**src/rtl/cart_xfer_pkg.sv**
```systemverilog
package cart_xfer_pkg;
  localparam logic [7:0] OP_DATA_READ = 8'hB7;
  localparam logic [7:0] OP_CHIP_ID   = 8'hB8;

  typedef enum logic [1:0] {
    ST_IDLE,
    ST_WAIT,
    ST_READY
  } xfer_state_t;
endpackage

```
**src/rtl/cart_cmd_regs.sv**
```systemverilog
module cart_cmd_regs #(
  parameter logic [31:0] SECURE_LIMIT = 32'h0000_8000,
  parameter int unsigned WRAP_BITS    = 9
) (
  input  logic        clk,
  input  logic        rst,
  input  logic        cmd_we,
  input  logic [1:0]  cmd_sel,
  input  logic [15:0] cmd_wdata,
  output logic [7:0]  opcode_o,
  output logic [31:0] addr_o
);
  localparam logic [31:0] WRAP_MASK = (32'd1 << WRAP_BITS) - 32'd1;
  localparam int unsigned HELD = 5;   // opcode plus four address bytes

  logic [7:0] cb_q [HELD];
  logic [31:0] raw_addr;

  always_ff @(posedge clk) begin
    if (rst) begin
      for (int i = 0; i < HELD; i++) cb_q[i] <= '0;
    end else if (cmd_we) begin
      for (int h = 0; h < 3; h++) begin
        if (cmd_sel == 2'(h)) begin
          cb_q[2*h] <= cmd_wdata[7:0];
          if (2*h + 1 < HELD) cb_q[2*h+1] <= cmd_wdata[15:8];
        end
      end
    end
  end

  always_comb begin
    opcode_o = cb_q[0];
    raw_addr = {cb_q[1], cb_q[2], cb_q[3], cb_q[4]};
    if (raw_addr < SECURE_LIMIT) addr_o = SECURE_LIMIT + (raw_addr & WRAP_MASK);
    else                         addr_o = raw_addr;
  end
endmodule

```
**src/rtl/cart_pace_timer.sv**
```systemverilog
module cart_pace_timer #(
  parameter int unsigned FAST_CYC = 5,
  parameter int unsigned SLOW_CYC = 8,
  parameter int unsigned BYTES_W  = 5,
  parameter int unsigned CNT_W    = 9
) (
  input  logic               clk,
  input  logic               rst,
  input  logic               cfg_we,
  input  logic               cfg_slow,
  input  logic               owner_i,
  input  logic               load_i,
  input  logic [BYTES_W-1:0] bytes_i,
  output logic               expire_o
);
  logic             slow_q;
  logic             rate_slow;
  logic [CNT_W-1:0] cost;
  logic [CNT_W-1:0] cnt_q;

  always_ff @(posedge clk) begin
    if (rst)         slow_q <= 1'b0;
    else if (cfg_we) slow_q <= cfg_slow;
  end

  always_comb begin
    rate_slow = cfg_we ? cfg_slow : slow_q;
    cost = rate_slow ? CNT_W'(SLOW_CYC) : CNT_W'(FAST_CYC);
    if (!owner_i) cost = cost << 1;
  end

  always_ff @(posedge clk) begin
    if (rst)                cnt_q <= '0;
    else if (load_i)        cnt_q <= CNT_W'(bytes_i) * cost;
    else if (cnt_q != '0)   cnt_q <= cnt_q - CNT_W'(1);
  end

  assign expire_o = (cnt_q == CNT_W'(1));


  expire_settle_chk: assert property (@(posedge clk) disable iff (rst)
    (expire_o && !load_i) |=> (cnt_q == '0));
endmodule

```
**src/rtl/cart_xfer_seq.sv**
```systemverilog
module cart_xfer_seq
  import cart_xfer_pkg::*;
#(
  parameter int unsigned BASE_LOG2 = 8,
  parameter int unsigned DLY_W     = 4,
  parameter int unsigned DLY_ADD   = 12,
  parameter int unsigned BYTES_W   = 5,
  parameter logic [31:0] CHIP_ID   = 32'h0000_0FC2
) (
  input  logic               clk,
  input  logic               rst,
  input  logic               start_i,
  input  logic [2:0]         blk_i,
  input  logic [DLY_W-1:0]   dly_i,
  input  logic               irq_en_i,
  input  logic [7:0]         opcode_i,
  input  logic [31:0]        addr_i,
  input  logic               rd_i,
  input  logic               expire_i,
  input  logic [31:0]        rom_data_i,
  input  logic               dma_en_i,
  input  logic               dma_rep_i,
  output logic               timer_load_o,
  output logic [BYTES_W-1:0] timer_bytes_o,
  output logic [31:0]        rom_addr_o,
  output logic [31:0]        data_o,
  output logic               ready_o,
  output logic               busy_o,
  output logic               dma_req_o,
  output logic               dma_off_o,
  output logic               irq_o
);
  localparam int unsigned REM_W = BASE_LOG2 + 7;

  xfer_state_t      state_q;
  logic [REM_W-1:0] rem_q;
  logic [REM_W-1:0] size_bytes;
  logic [31:0]      addr_q;
  logic             irq_en_q;
  logic             start_read;
  logic             read_accept;

  function automatic logic [REM_W-1:0] decode_size(input logic [2:0] code);
    if (code == 3'd0)      return '0;
    else if (code == 3'd7) return REM_W'(4);
    else                   return REM_W'(1) << (BASE_LOG2 + 32'(code));
  endfunction

  always_comb begin
    size_bytes  = decode_size(blk_i);
    start_read  = start_i && (opcode_i == OP_DATA_READ) && (size_bytes != '0);
    read_accept = (state_q == ST_READY) && rd_i;
    timer_load_o = start_i || (read_accept && rem_q != '0);
    if (start_i)
      timer_bytes_o = start_read ? (BYTES_W'(dly_i) + BYTES_W'(DLY_ADD)) : '0;
    else
      timer_bytes_o = BYTES_W'(4);
  end

  always_ff @(posedge clk) begin
    if (rst) begin
      state_q   <= ST_IDLE;
      rem_q     <= '0;
      addr_q    <= '0;
      irq_en_q  <= 1'b0;
      data_o    <= '0;
      ready_o   <= 1'b0;
      busy_o    <= 1'b0;
      dma_req_o <= 1'b0;
      dma_off_o <= 1'b0;
      irq_o     <= 1'b0;
    end else begin
      dma_req_o <= 1'b0;
      dma_off_o <= 1'b0;
      irq_o     <= 1'b0;
      if (start_i) begin
        irq_en_q <= irq_en_i;
        ready_o  <= 1'b0;
        if (start_read) begin
          state_q <= ST_WAIT;
          busy_o  <= 1'b1;
          rem_q   <= size_bytes;
          addr_q  <= addr_i;
        end else if (opcode_i == OP_CHIP_ID) begin
          state_q <= ST_READY;
          busy_o  <= 1'b1;
          ready_o <= 1'b1;
          data_o  <= CHIP_ID;
          rem_q   <= '0;
        end else begin
          state_q <= ST_IDLE;
          busy_o  <= 1'b0;
          rem_q   <= '0;
        end
      end else begin
        case (state_q)
          ST_WAIT: begin
            if (expire_i) begin
              data_o    <= rom_data_i;
              ready_o   <= 1'b1;
              rem_q     <= rem_q - REM_W'(4);
              addr_q    <= addr_q + 32'd4;
              state_q   <= ST_READY;
              dma_req_o <= dma_en_i;
              if (rem_q == REM_W'(4)) begin
                irq_o     <= irq_en_q;
                dma_off_o <= dma_en_i && !dma_rep_i;
              end
            end
          end
          ST_READY: begin
            if (rd_i) begin
              ready_o <= 1'b0;
              if (rem_q != '0) state_q <= ST_WAIT;
              else begin
                state_q <= ST_IDLE;
                busy_o  <= 1'b0;
              end
            end
          end
          default: ;
        endcase
      end
    end
  end

  assign rom_addr_o = addr_q;


  ready_within_busy_chk: assert property (@(posedge clk) disable iff (rst)
    ready_o |-> busy_o);

  last_read_idle_chk: assert property (@(posedge clk) disable iff (rst)
    (read_accept && rem_q == '0 && !start_i) |=> !busy_o);

  hold_until_read_chk: assert property (@(posedge clk) disable iff (rst)
    (state_q == ST_READY && !rd_i && !start_i) |=> (ready_o && $stable(data_o)));

  irq_last_word_chk: assert property (@(posedge clk) disable iff (rst)
    irq_o |-> (ready_o && rem_q == '0));

  dma_off_with_req_chk: assert property (@(posedge clk) disable iff (rst)
    dma_off_o |-> dma_req_o);
endmodule

```
**src/rtl/cart_xfer_ctrl.sv**
```systemverilog
module cart_xfer_ctrl #(
  parameter int unsigned BASE_LOG2    = 8,
  parameter int unsigned DLY_W        = 4,
  parameter int unsigned DLY_ADD      = 12,
  parameter int unsigned FAST_CYC     = 5,
  parameter int unsigned SLOW_CYC     = 8,
  parameter logic [31:0] CHIP_ID      = 32'h0000_0FC2,
  parameter logic [31:0] SECURE_LIMIT = 32'h0000_8000,
  parameter int unsigned WRAP_BITS    = 9
) (
  input  logic             clk,
  input  logic             rst,
  input  logic             cmd_we,
  input  logic [1:0]       cmd_sel,
  input  logic [15:0]      cmd_wdata,
  input  logic             cfg_we,
  input  logic             cfg_start,
  input  logic [2:0]       cfg_blk,
  input  logic             cfg_slow,
  input  logic [DLY_W-1:0] cfg_dly,
  input  logic             cfg_irq_en,
  input  logic             owner_sec,
  input  logic             dma_en,
  input  logic             dma_repeat,
  input  logic             data_rd,
  output logic [31:0]      rom_addr,
  input  logic [31:0]      rom_data,
  output logic [31:0]      data_out,
  output logic             word_ready,
  output logic             busy,
  output logic             dma_req,
  output logic             dma_off,
  output logic             irq
);
  localparam int unsigned MAX_BYTES = (1 << DLY_W) + DLY_ADD;
  localparam int unsigned BYTES_W   = $clog2(MAX_BYTES + 1);
  localparam int unsigned CNT_W     = $clog2(MAX_BYTES * SLOW_CYC * 2 + 1);

  logic [7:0]         opcode;
  logic [31:0]        eff_addr;
  logic               start;
  logic               t_load;
  logic [BYTES_W-1:0] t_bytes;
  logic               t_expire;

  assign start = cfg_we && cfg_start;

  cart_cmd_regs #(
    .SECURE_LIMIT(SECURE_LIMIT),
    .WRAP_BITS   (WRAP_BITS)
  ) u_cmd (
    .clk      (clk),
    .rst      (rst),
    .cmd_we   (cmd_we),
    .cmd_sel  (cmd_sel),
    .cmd_wdata(cmd_wdata),
    .opcode_o (opcode),
    .addr_o   (eff_addr)
  );

  cart_pace_timer #(
    .FAST_CYC(FAST_CYC),
    .SLOW_CYC(SLOW_CYC),
    .BYTES_W (BYTES_W),
    .CNT_W   (CNT_W)
  ) u_timer (
    .clk     (clk),
    .rst     (rst),
    .cfg_we  (cfg_we),
    .cfg_slow(cfg_slow),
    .owner_i (owner_sec),
    .load_i  (t_load),
    .bytes_i (t_bytes),
    .expire_o(t_expire)
  );

  cart_xfer_seq #(
    .BASE_LOG2(BASE_LOG2),
    .DLY_W    (DLY_W),
    .DLY_ADD  (DLY_ADD),
    .BYTES_W  (BYTES_W),
    .CHIP_ID  (CHIP_ID)
  ) u_seq (
    .clk          (clk),
    .rst          (rst),
    .start_i      (start),
    .blk_i        (cfg_blk),
    .dly_i        (cfg_dly),
    .irq_en_i     (cfg_irq_en),
    .opcode_i     (opcode),
    .addr_i       (eff_addr),
    .rd_i         (data_rd),
    .expire_i     (t_expire),
    .rom_data_i   (rom_data),
    .dma_en_i     (dma_en),
    .dma_rep_i    (dma_repeat),
    .timer_load_o (t_load),
    .timer_bytes_o(t_bytes),
    .rom_addr_o   (rom_addr),
    .data_o       (data_out),
    .ready_o      (word_ready),
    .busy_o       (busy),
    .dma_req_o    (dma_req),
    .dma_off_o    (dma_off),
    .irq_o        (irq)
  );
endmodule

```
**config.mk**
```make
export PLATFORM = sky130hd
export DESIGN_NAME = cart_xfer_ctrl
export DESIGN_NICKNAME = d
export VERILOG_FILES = /design/src/rtl/cart_xfer_pkg.sv /design/src/rtl/cart_cmd_regs.sv /design/src/rtl/cart_pace_timer.sv /design/src/rtl/cart_xfer_seq.sv /design/src/rtl/cart_xfer_ctrl.sv
export SDC_FILE = /design/constraint.sdc
export NUM_CORES = 1
export LEC_CHECK = 0
export BUFFER_PORTS_ARGS = -buffer_cell sky130_fd_sc_hd__buf_2
export CORE_MARGIN = 2
export CORE_UTILIZATION = 53
export DETAILED_ROUTE_END_ITERATION = 10
export PLACE_DENSITY_LB_ADDON = 0.1
export SYNTH_ARGS = -nofsm -noshare
export SYNTH_HDL_FRONTEND = slang
export SYNTH_HIERARCHICAL = 1
export SYNTH_SLANG_ARGS = --single-unit
```
**constraint.sdc**
```tcl
create_clock -name clk -period 13.8 [get_ports clk]
set_input_delay 1.38 -clock clk [delete_from_list [all_inputs] [get_ports clk]]
set_output_delay 1.38 -clock clk [all_outputs]
set_load 0.02 [all_outputs]
```
==> results.txt <==
Status: completed
Mean routed wirelength per cell: 17.6 µm
Layout cells sized above 1: 24.8%
Setup crit end kind: flop
Tcrit/Tclk final: 49.3%
Category of the most critical setup path: in -> reg
Final number of hold-violating endpoints: 0
Diode count: 0
Nets: 933
Placed Area: 0.00771 mm²
Cell leakage power: 3.49 nW
Drt pass-1 iters: 5
Post-synthesis net count: 844
Dominant register cell in the synthesized netlist: sky130_fd_sc_hd__dfxtp_1
Skew-Pair Late Insertion Delay: 0.42 ns
GR Overflow Total: 0
Top fanout value on the critical path: 67
Post-synth EDFFs: 40
Path category of the worst min-delay check: reg -> reg
Final standard cell area without fillers: 0.00830 mm²
Register bit total from synthesis: 134
Floorplan die height: 120 µm
Max Cap Violations: 0
Pin count of the biggest net entering global routing: 68
Reg2reg path depth: 15
HPWL reported at the end of detailed placement: 12700 µm
Area inside the core boundary: 0.0132 mm²
Starting density of the core: 53.9%
Share of async-settable or async-resettable flops after synthesis: 0%
Via count: 5983
Antenna-violating nets left: 0
Final WS setup: 7.00 ns
Clock Tree Buf Depth: 2
Critical R2R Launch: u_cmd/cb_q[0][6]$_DFFE_PP_
Number of warnings printed during yosys synthesis: 6
Routability Congestion: 0.868
Routed vias/inst: 5.87
Clock-pin slew reported for the worst setup and hold paths after clock tree synthesis: 0.06 ns
Worst path required time: 14.11 ns
Number of antenna violations at the first check in global routing: 0
Count of boundary I/O pins: 137
Core occupancy in the finished layout: 62.9%
R2R Setup Slk: 8.75 ns
Setup repair bufs after CTS: 0
Final clock skew: 0.0103 ns
Relative slew slack: 35.7%
Count of unique library cells instantiated by Yosys: 78
Die width: 120 µm
H-tree levels: 4
Layout filler cell count: 1119
RSZ-0062 raised after global routing: false
Worst EP arrival: 7.10 ns
Final total negative setup slack: 0 ns
Worst supply voltage drop on vdd: 0.000105 V
Clock tree sinks: 134
Drc violations: 0
Global routing usage summed across all routing layers: 25.7%
Number of rows created at floorplan: 42
Max Fclk: 147 MHz
Number of instances in the synthesized netlist: 741
Synth-to-layout area growth: 16.7%
Clock tree from TritonCTS: yes
Critical path startpoint: cfg_we
Min cycle time layout: 6.80 ns
Vias in the first global route: 5709
Post-cts sizing count: 0
DP Worst Slack: 6.65 ns
Worst setup SP type: primary input
Root buffer cell: sky130_fd_sc_hd__clkbuf_16
Avg Inst Size Synth: 9.60 µm²
Buffers on Ports: 136
Destination of the worst register-to-register timing path: u_timer/cnt_q[5]$_SDFFE_PP0P_
Hold buffer count at CTS: 0
Total wire length after detailed routing: 18000 µm
Post-synthesis cell area: 0.00711 mm²
Worst hold path depth: 2
Worst Max-Slew Pin Slew: 0.964 ns
First-iteration detailed-routing DRC count: 438
TritonCTS buffer count: 17
Sequential element share of the synthesized area: 43.3%
Full die area: 0.0144 mm²
Wire length of the first global-routing pass: 29100 µm
Final setup violating endpoints: 0
Final Slew Violations: 0
Source of the worst hold timing path: u_seq/rom_addr_o[1]$_SDFFE_PP0P_
Cell area power density: 127 mW/mm²
Worst min-delay path endpoint: u_seq/rom_addr_o[1]$_SDFFE_PP0P_
[state kept, by name (all words and copies together), names as in the netlist, 9 cells and up]
name / count
u_seq/rem_q: 13
u_cmd/cb_q: 40
u_seq/rom_addr_o: 32
u_timer/cnt_q: 9
u_seq/data_o: 32
[cell type report]
cell class	count	area, µm²	share of cell area (%)
Clock inverter	13	140	1.69
Multi-Input combinational cell	501	3550	42.7
Sequential cell	134	3080	37.1
Inverter	32	120	1.45
Timing Repair Buffer	144	741	8.92
Clock buffer	19	453	5.46
Tap cell	176	220	2.65
[power breakdown]
part	internal, mW	leakage, nW	switching (mW)
logic	0.0666	2.04	0.0813
clock network	0.278	0.296	0.179
registers	0.430	1.15	0.0209
total	0.775	3.49	0.282
[layer usage]
layer / vias up / share of wire, % / GRT usage, % / wire (µm)
met2: 223 / 48 / 42.7 / 8630
met5: - / 0 / 0 / 0
met4: 0 / 2.1 / 9.71 / 379
met3: 29 / 5.8 / 5.13 / 1050
li1: 2905 / - / - / -
met1: 2826 / 44 / 33.1 / 7920
[worst max path at each step]
stage | end | slack (ns) | cells past startpoint
global route | u_timer/cnt_q[5]$_SDFFE_PP0P_ | 6.66 | 18
detailed placement | u_timer/cnt_q[5]$_SDFFE_PP0P_ | 6.65 | 18
global placement | u_timer/cnt_q[5]$_SDFFE_PP0P_ | 6.85 | 18
floorplan | u_timer/cnt_q[5]$_SDFFE_PP0P_ | 8.31 | 17
CTS | u_timer/cnt_q[5]$_SDFFE_PP0P_ | 7.06 | 18
finish | u_timer/cnt_q[5]$_SDFFE_PP0P_ | 7.00 | 18
[cell families (layout without fill, tap and decap cells)]
kind of cell	after synthesis	in the layout	share of synthesized area (%)
AOI/OAI and AO/OA	199	199	20.4
xor gates and xnor gates	13	13	1.60
adders and majority gates	35	35	7.00
buffers and inverters	106	208	6.97
DFF	134	134	43.3
muxes	5	5	0.721
and+or+nand+nor	249	249	20.0
[synthesized netlist by cell type, types with 6 or more instances]
cell type,number,area (µm²)
sky130_fd_sc_hd__a211oi_1,12,90.1
sky130_fd_sc_hd__a21boi_0,6,45.0
sky130_fd_sc_hd__a21oi_1,35,175
sky130_fd_sc_hd__a22o_1,27,236
sky130_fd_sc_hd__a31oi_1,18,113
sky130_fd_sc_hd__and2_1,29,181
sky130_fd_sc_hd__and3_1,8,50.1
sky130_fd_sc_hd__buf_2,9,45.0
sky130_fd_sc_hd__buf_4,19,143
sky130_fd_sc_hd__clkbuf_1,41,154
sky130_fd_sc_hd__dfxtp_1,94,1880
sky130_fd_sc_hd__edfxtp_1,40,1200
sky130_fd_sc_hd__fa_1,8,160
sky130_fd_sc_hd__ha_1,27,338
sky130_fd_sc_hd__inv_1,31,116
sky130_fd_sc_hd__nand2_1,44,165
sky130_fd_sc_hd__nand2b_1,8,50.1
sky130_fd_sc_hd__nand3_1,22,110
sky130_fd_sc_hd__nand4_1,14,87.6
sky130_fd_sc_hd__nor2_1,47,176
sky130_fd_sc_hd__nor2b_1,7,43.8
sky130_fd_sc_hd__nor3_1,23,115
sky130_fd_sc_hd__nor4_1,12,75.1
sky130_fd_sc_hd__o211ai_1,7,52.6
sky130_fd_sc_hd__o21ai_0,31,155
sky130_fd_sc_hd__o221a_2,9,101
sky130_fd_sc_hd__o31ai_1,9,67.6
sky130_fd_sc_hd__xnor2_1,8,70.1
[cells in the final DEF, fill, tap and decap left out, types with 5 or more instances in the layout]
cell type / netlist / final
sky130_fd_sc_hd__o31ai_1: 9 / 8
sky130_fd_sc_hd__edfxtp_1: 40 / 40
sky130_fd_sc_hd__a21boi_0: 6 / 6
sky130_fd_sc_hd__o221a_2: 9 / 9
sky130_fd_sc_hd__xor2_1: 5 / 5
sky130_fd_sc_hd__nor3_1: 23 / 23
sky130_fd_sc_hd__xnor2_1: 8 / 8
sky130_fd_sc_hd__nor2_1: 47 / 47
sky130_fd_sc_hd__buf_2: 9 / 136
sky130_fd_sc_hd__a21oi_1: 35 / 35
sky130_fd_sc_hd__and3_1: 8 / 8
sky130_fd_sc_hd__clkbuf_16: 0 / 17
sky130_fd_sc_hd__buf_4: 19 / 8
sky130_fd_sc_hd__fa_1: 8 / 8
sky130_fd_sc_hd__nand2_1: 44 / 44
sky130_fd_sc_hd__nand2b_1: 8 / 8
sky130_fd_sc_hd__o211ai_1: 7 / 7
sky130_fd_sc_hd__inv_1: 31 / 31
sky130_fd_sc_hd__ha_1: 27 / 27
sky130_fd_sc_hd__nand4_1: 14 / 14
sky130_fd_sc_hd__a21o_1: 5 / 5
sky130_fd_sc_hd__a22o_1: 27 / 27
sky130_fd_sc_hd__and2_1: 29 / 28
sky130_fd_sc_hd__nand3_1: 22 / 22
sky130_fd_sc_hd__dfxtp_1: 94 / 94
sky130_fd_sc_hd__a211oi_1: 12 / 12
sky130_fd_sc_hd__o22ai_1: 5 / 5
sky130_fd_sc_hd__nor4_1: 12 / 11
sky130_fd_sc_hd__nor2b_1: 7 / 7
sky130_fd_sc_hd__o21ai_0: 31 / 31
sky130_fd_sc_hd__a31oi_1: 18 / 18
[per-stage QoR]
step	hold WS (ns)	power, mW	instances
final	0.454	1.06	1019
after global routing	0.477	1.10	1019
after CTS	0.460	1.06	1019
after detailed placement	0.448	0.606	987
after global placement	0.449	0.601	987
after floorplan	0.409	0.574	741
[critical path: stages]
cell	delay, ns
sky130_fd_sc_hd__buf_2	0.09
sky130_fd_sc_hd__and2_2	0.13
sky130_fd_sc_hd__buf_4	0.53
sky130_fd_sc_hd__inv_1	0.64
sky130_fd_sc_hd__or4_1	0.87
sky130_fd_sc_hd__nor2_1	0.25
sky130_fd_sc_hd__and2_1	0.21
sky130_fd_sc_hd__inv_1	0.08
sky130_fd_sc_hd__fa_1	0.52
sky130_fd_sc_hd__fa_1	0.52
sky130_fd_sc_hd__fa_1	0.54
sky130_fd_sc_hd__inv_1	0.04
sky130_fd_sc_hd__ha_1	0.37
sky130_fd_sc_hd__nor2_1	0.07
sky130_fd_sc_hd__mux2_2	0.27
sky130_fd_sc_hd__a21oi_1	0.18
sky130_fd_sc_hd__a31oi_1	0.12
sky130_fd_sc_hd__o221a_2	0.25
No activity file was read; power rests on OpenSTA's default activity.
